$ cat config.mk
export PLATFORM = sky130hd
export DESIGN_NAME = uart_irq_status
export DESIGN_NICKNAME = d
export VERILOG_FILES = /design/src/rtl/uart_irq_pkg.sv /design/src/rtl/irq_flag_bank.sv /design/src/rtl/irq_prio_enc.sv /design/src/rtl/isr_capture.sv /design/src/rtl/uart_irq_status.sv
export SDC_FILE = /design/constraint.sdc
export NUM_CORES = 1
export LEC_CHECK = 0
export BUFFER_PORTS_ARGS = -buffer_cell sky130_fd_sc_hd__buf_2
export CAP_MARGIN = 25
export CORE_AREA = 5 5 42 44
export CTS_BUF_LIST = sky130_fd_sc_hd__clkbuf_16
export DETAILED_ROUTE_END_ITERATION = 8
export DIE_AREA = 0 0 47 49
export GPL_TIMING_DRIVEN = 0
export PLACE_DENSITY = 0.6
export REMOVE_ABC_BUFFERS = 1
export SYNTH_ARGS = -nofsm -noshare
export SYNTH_HDL_FRONTEND = slang
export SYNTH_SLANG_ARGS = --single-unit
$ cat constraint.sdc
create_clock -name clk -period 1 [get_ports clk]
set_input_delay 0.05 -clock clk [delete_from_list [all_inputs] [get_ports clk]]
set_output_delay 0.05 -clock clk [all_outputs]
set_load 0.05 [all_outputs]
$ cat src/rtl/uart_irq_pkg.sv
package uart_irq_pkg;

   typedef enum logic [3:0] {
      ID_LINE  = 4'b0110,
      ID_RXRDY = 4'b0100,
      ID_RXTMO = 4'b1100,
      ID_THRE  = 4'b0010,
      ID_MODEM = 4'b0000,
      ID_NONE  = 4'b0001
   } irq_id_e;

   localparam int ID_W      = 4;
   localparam int NUM_FLAGS = 4;
   localparam int FL_LINE   = 0;
   localparam int FL_TMO    = 1;
   localparam int FL_THRE   = 2;
   localparam int FL_MODEM  = 3;

   localparam int NUM_EN    = 4;
   localparam int EN_LINE   = 0;
   localparam int EN_RX     = 1;
   localparam int EN_THRE   = 2;
   localparam int EN_MODEM  = 3;

endpackage

$ cat src/rtl/irq_flag_bank.sv
module irq_flag_bank #(
   parameter int N        = 4,
   parameter bit SET_WINS = 1'b1
) (
   input  logic         clk,
   input  logic         rst_n,
   input  logic [N-1:0] set_i,
   input  logic [N-1:0] clr_i,
   output logic [N-1:0] pend_o
);

   if (N < 1) begin : g_bad_n
      $error("irq_flag_bank: N must be at least 1");
   end

   for (genvar i = 0; i < N; i++) begin : g_flag
      logic nxt;
      if (SET_WINS) begin : g_set_first
         assign nxt = set_i[i] | (pend_o[i] & ~clr_i[i]);
      end else begin : g_clr_first
         assign nxt = ~clr_i[i] & (pend_o[i] | set_i[i]);
      end

      always_ff @(posedge clk or negedge rst_n) begin
         if (!rst_n) pend_o[i] <= 1'b0;
         else        pend_o[i] <= nxt;
      end
   end

endmodule

$ cat src/rtl/irq_prio_enc.sv
module irq_prio_enc
   import uart_irq_pkg::*;
(
   input  logic    line_i,
   input  logic    rxrdy_i,
   input  logic    tmo_i,
   input  logic    thre_i,
   input  logic    modem_i,
   output irq_id_e id_o,
   output logic    any_o
);

   always_comb begin
      if (line_i)       id_o = ID_LINE;
      else if (rxrdy_i) id_o = ID_RXRDY;
      else if (tmo_i)   id_o = ID_RXTMO;
      else if (thre_i)  id_o = ID_THRE;
      else if (modem_i) id_o = ID_MODEM;
      else              id_o = ID_NONE;
   end

   assign any_o = line_i | rxrdy_i | tmo_i | thre_i | modem_i;

endmodule

$ cat src/rtl/isr_capture.sv
module isr_capture #(
   parameter int               W         = 6,
   parameter logic [W-1:0]     RST_VALUE = '0
) (
   input  logic         clk,
   input  logic         rst_n,
   input  logic         rd_i,
   input  logic [W-1:0] code_i,
   output logic         rd_rise_o,
   output logic [W-1:0] q_o
);

   logic rd_d;

   assign rd_rise_o = rd_i & ~rd_d;

   always_ff @(posedge clk or negedge rst_n) begin
      if (!rst_n) begin
         rd_d <= 1'b0;
         q_o  <= RST_VALUE;
      end else begin
         rd_d <= rd_i;
         if (rd_rise_o) q_o <= code_i;
      end
   end

endmodule

$ cat src/rtl/uart_irq_status.sv
module uart_irq_status
   import uart_irq_pkg::*;
#(
   parameter int ISR_W    = 6,
   parameter bit SET_WINS = 1'b1
) (
   input  logic             clk,
   input  logic             rst_n,
   input  logic [3:0]       en_src,
   input  logic             line_err_set,
   input  logic             rx_lvl_ready,
   input  logic             rx_tmo_set,
   input  logic             thre_set,
   input  logic             modem_chg_set,
   input  logic             line_rd_clr,
   input  logic             data_rd_clr,
   input  logic             thr_wr_clr,
   input  logic             modem_rd_clr,
   input  logic             isr_rd,
   output logic [ISR_W-1:0] isr_data,
   output logic             irq
);

   localparam int PAD_W = ISR_W - ID_W;
   localparam logic [ISR_W-1:0] IDLE_CODE = ISR_W'(ID_NONE);

   if (ISR_W < ID_W) begin : g_bad_w
      $error("uart_irq_status: ISR_W must be at least 4");
   end

   logic [NUM_FLAGS-1:0] set_v, clr_v, pend_v;
   logic                 act_line, act_rx, act_tmo, act_thre, act_modem;
   irq_id_e              cur_id;
   logic [ISR_W-1:0]     cur_code;
   logic                 rd_rise;
   logic                 thre_pend_w, line_act_w;

   always_comb begin
      set_v           = '0;
      set_v[FL_LINE]  = line_err_set;
      set_v[FL_TMO]   = rx_tmo_set;
      set_v[FL_THRE]  = thre_set;
      set_v[FL_MODEM] = modem_chg_set;
   end

   always_comb begin
      clr_v           = '0;
      clr_v[FL_LINE]  = line_rd_clr;
      clr_v[FL_TMO]   = data_rd_clr;
      clr_v[FL_THRE]  = thr_wr_clr | (rd_rise & (cur_id == ID_THRE));
      clr_v[FL_MODEM] = modem_rd_clr;
   end

   irq_flag_bank #(.N(NUM_FLAGS), .SET_WINS(SET_WINS)) u_flags (
      .clk    (clk),
      .rst_n  (rst_n),
      .set_i  (set_v),
      .clr_i  (clr_v),
      .pend_o (pend_v)
   );

   assign act_line  = pend_v[FL_LINE]  & en_src[EN_LINE];
   assign act_rx    = rx_lvl_ready     & en_src[EN_RX];
   assign act_tmo   = pend_v[FL_TMO]   & en_src[EN_RX];
   assign act_thre  = pend_v[FL_THRE]  & en_src[EN_THRE];
   assign act_modem = pend_v[FL_MODEM] & en_src[EN_MODEM];

   irq_prio_enc u_enc (
      .line_i  (act_line),
      .rxrdy_i (act_rx),
      .tmo_i   (act_tmo),
      .thre_i  (act_thre),
      .modem_i (act_modem),
      .id_o    (cur_id),
      .any_o   (irq)
   );

   if (PAD_W == 0) begin : g_no_pad
      assign cur_code = cur_id;
   end else begin : g_pad
      assign cur_code = {{PAD_W{1'b0}}, cur_id};
   end

   isr_capture #(.W(ISR_W), .RST_VALUE(IDLE_CODE)) u_cap (
      .clk       (clk),
      .rst_n     (rst_n),
      .rd_i      (isr_rd),
      .code_i    (cur_code),
      .rd_rise_o (rd_rise),
      .q_o       (isr_data)
   );

   assign thre_pend_w = pend_v[FL_THRE];
   assign line_act_w  = act_line;

endmodule

==> flow_metrics.env <==
export IMPL_grt_pass1_vias=372
export IMPL_firstDrtPassIters=5
export IMPL_synth_ff_type="dfrtp_1"
export IMPL_yosys_area_top_type="dfrtp_1"
export IMPL_hpwl_um=669.2
export IMPL_ir_drop_v=0.001237
export IMPL_fillerInstances=136
export IMPL_routedWlPerCell_um=10.63
export IMPL_cp_required_ns=0.95
export IMPL_regArea_sq_um=226.5
export IMPL_slew_violations=0
export IMPL_dieArea_sq_mm=0.002303
export IMPL_rsz0062_at_grt="yes"
export IMPL_r2r_cells=3
export IMPL_postLayoutSetupSlackWorst_ns=-0.1214
export IMPL_ys_seq_area_share_pct=52.92
export IMPL_synth_commonest_cells="8 x dfrtp_1, 6 x inv_1, 4 x nand2_1"
export IMPL_stdcell_count=87
export IMPL_power_per_cell_area_mw_per_mm2=1946
export IMPL_fin_crit_sh_pct=112.1
export IMPL_maxCapViolations=0
export IMPL_whs_ns=0.02777
export IMPL_start_util_pct=30.54
export IMPL_critPathMaxFanout=3
export IMPL_p_leak_nw=0.3858
export IMPL_status="finished, violations left"
export IMPL_cts_tree="done"
export IMPL_ys_types=19
export IMPL_multi_input_area_sq_um=168.9
export IMPL_cts_max_level=1
export IMPL_die_w_um=47
export IMPL_ios=23
export IMPL_cts_root_buffer="clkbuf_16"
export IMPL_synth_async_reset_ratio_pct=100.0
export IMPL_cts_made_buffers=3
export IMPL_hold_viol=0
export IMPL_placed_cells=74
export IMPL_worstHoldPathCells=2
export IMPL_coreArea_sq_mm=0.001401
export IMPL_route_detailed_drc=0
export IMPL_setup_violations_final=1
export IMPL_grt_start_max_net_pins=10
export IMPL_timing_fmax_ghz=0.8918
export IMPL_violations="negative setup slack"
export IMPL_antenna_found_initial=0
export IMPL_overflow=0
export IMPL_cts_sinks=9
export IMPL_num_antenna_cells=0
export IMPL_arrival_ns=1.07
export IMPL_synth_top_area_share_pct=46.78
export IMPL_skew_ns=0.0002452
export IMPL_critPathLaunchType="flop"
export IMPL_synth_edf_count=0
export IMPL_synthCells=40
export IMPL_synthTopCellsByArea="dfrtp_1 47%, nand2b_4 6.4%, dfstp_2 6.1%"
export IMPL_die_height_um=49
export IMPL_min_to="u_cap.q_o[3]$_DFFE_PN0P_"
export IMPL_worstSetupPathType="reg -> out"
export IMPL_drt_total_wl_um=925
export IMPL_clkTransAtPathRegs_ns=0.04
export IMPL_syn_area_per_cell_sq_um=10.70
export IMPL_final_nets=88
export IMPL_period_minus_slack_ns=1.121
export IMPL_worstHoldPathType="in -> reg"
export IMPL_syn_area_sq_um=427.9
export IMPL_reg2reg_from="u_flags.pend_o[1]$_DFF_PN0_"
export IMPL_synth_most_common_cell="dfrtp_1"
export IMPL_endpoint_kind="primary output"
export IMPL_rrSetupSlack_ns=0
export IMPL_io_buffers=20
export IMPL_cts_path_max_buffers=2
export IMPL_gp_congestion=0.7327
export IMPL_grtUsageTotal_pct=10.13
export IMPL_holdCritStartpoint="rx_lvl_ready"
export IMPL_fp_row_count=14
export IMPL_vias=390
export IMPL_synth_warnings=0
export IMPL_synthToLayoutAreaGrowth_pct=65.79
export IMPL_grt_pass1_wl_um=1566
export IMPL_via_per_inst=4.483
export IMPL_drtIter0Drc=1
export IMPL_insertion_delay_ns=0.23
export IMPL_final_core_util_pct=50.63
export IMPL_ys_seq_elements=9
export IMPL_drtAntennaViolNets=0
export IMPL_r2r_end="u_cap.q_o[1]$_DFFE_PN0P_"
export IMPL_drive_gt1_share_pct=50.70
==> where the power goes <==
group / internal, mW / switching [mW]
clock network: 0.521 / 0.162
registers: 0.403 / 0.0194
logic: 0.108 / 0.167
total: 1.03 / 0.348
==> worst max-delay path by stage <==
stage	from	cells after the start	endpoint
global route	u_flags.pend_o[1]$_DFF_PN0_	3	irq
finish	u_flags.pend_o[1]$_DFF_PN0_	3	irq
CTS	u_flags.pend_o[1]$_DFF_PN0_	3	irq
floorplan	u_flags.pend_o[2]$_DFF_PN0_	3	u_cap.q_o[0]$_DFFE_PN1P_
global placement	u_flags.pend_o[1]$_DFF_PN0_	3	u_cap.q_o[1]$_DFFE_PN0P_
detailed placement	u_flags.pend_o[1]$_DFF_PN0_	3	u_cap.q_o[1]$_DFFE_PN0P_
==> routing by layer <==
| metal | vias to the layer above | GRT usage [%] | routed length [um] |
|---|---|---|---|
| met5 | - | 0 | 0 |
| met4 | 0 | 2.765 | 10 |
| met2 | 21 | 15.61 | 463 |
| met3 | 4 | 8.487 | 114 |
| met1 | 176 | 10.07 | 336 |
| li1 | 189 | - | - |
==> layout make-up <==
class | count | share of cell area [%]
clock inverter | 1 | 0.5291
multi-input combinational | 23 | 23.81
tap | 16 | 2.822
inverter | 6 | 3.175
sequential | 9 | 31.92
clock buffer | 3 | 10.58
timing repair buffer | 29 | 27.16
==> through the flow <==
step                total power [mW]  worst slack, ns  setup TNS, ns  instance area [sq um]
global route                   1.448          -0.1868        -0.3258                  709.4
global placement              0.6540        -0.003801      -0.003801                  525.5
finish                         1.381          -0.1214        -0.1214                  709.4
detailed placement            0.6561        0.0001298              0                  525.5
floorplan                     0.5822          -0.3448        -0.3583                  405.4
CTS                            1.383          -0.1256        -0.1256                  688.2
==> state kept, by name, indices dropped and copies added, names as in the netlist <==
name / cells
u_flags.pend_o: 4
u_cap.q_o: 4
u_cap.rd_d: 1
==> worst max-delay path: stages (launching register included) <==
cell and delay (ns):
dfrtp_1 0.37, o21ai_2 0.18, nand3_2 0.12, buf_6 0.17
==> cell families after synthesis <==
group	synth area share, %
buffers and inverters	11.40
and+or+nand+nor	12.57
AOI/OAI and AO/OA	22.22
other	0.8764
DFF	52.92
==> what timing repair did <==
action                                  in CTS  in global routing
pin swaps                                    3                  0
resized for setup                            5                  2
hold endpoints to repair                    13                  0
buffers inserted                             2                  2
endpoints found under the setup margin       3                  6
hold buffers                                 5                  0
==> layout by cell type, fill, tap and decap left out <==
cell and n:
conb_1 2, dlygate4sd3_1 5, buf_6 2, a2bb2oi_1 1, dfrtp_1 8, nand2_2 1
inv_1 7, a21oi_1 3, nand3_2 1, and3_1 1, buf_4 4, clkbuf_16 3
a21o_2 1, nand2_1 3, a21o_1 3, o21ai_2 1, nand2b_4 2, o31ai_2 1
buf_2 18, dfstp_2 1, o21ai_0 1, a22oi_2 1, a31oi_1 1
Power figures use the tool's default switching activity.
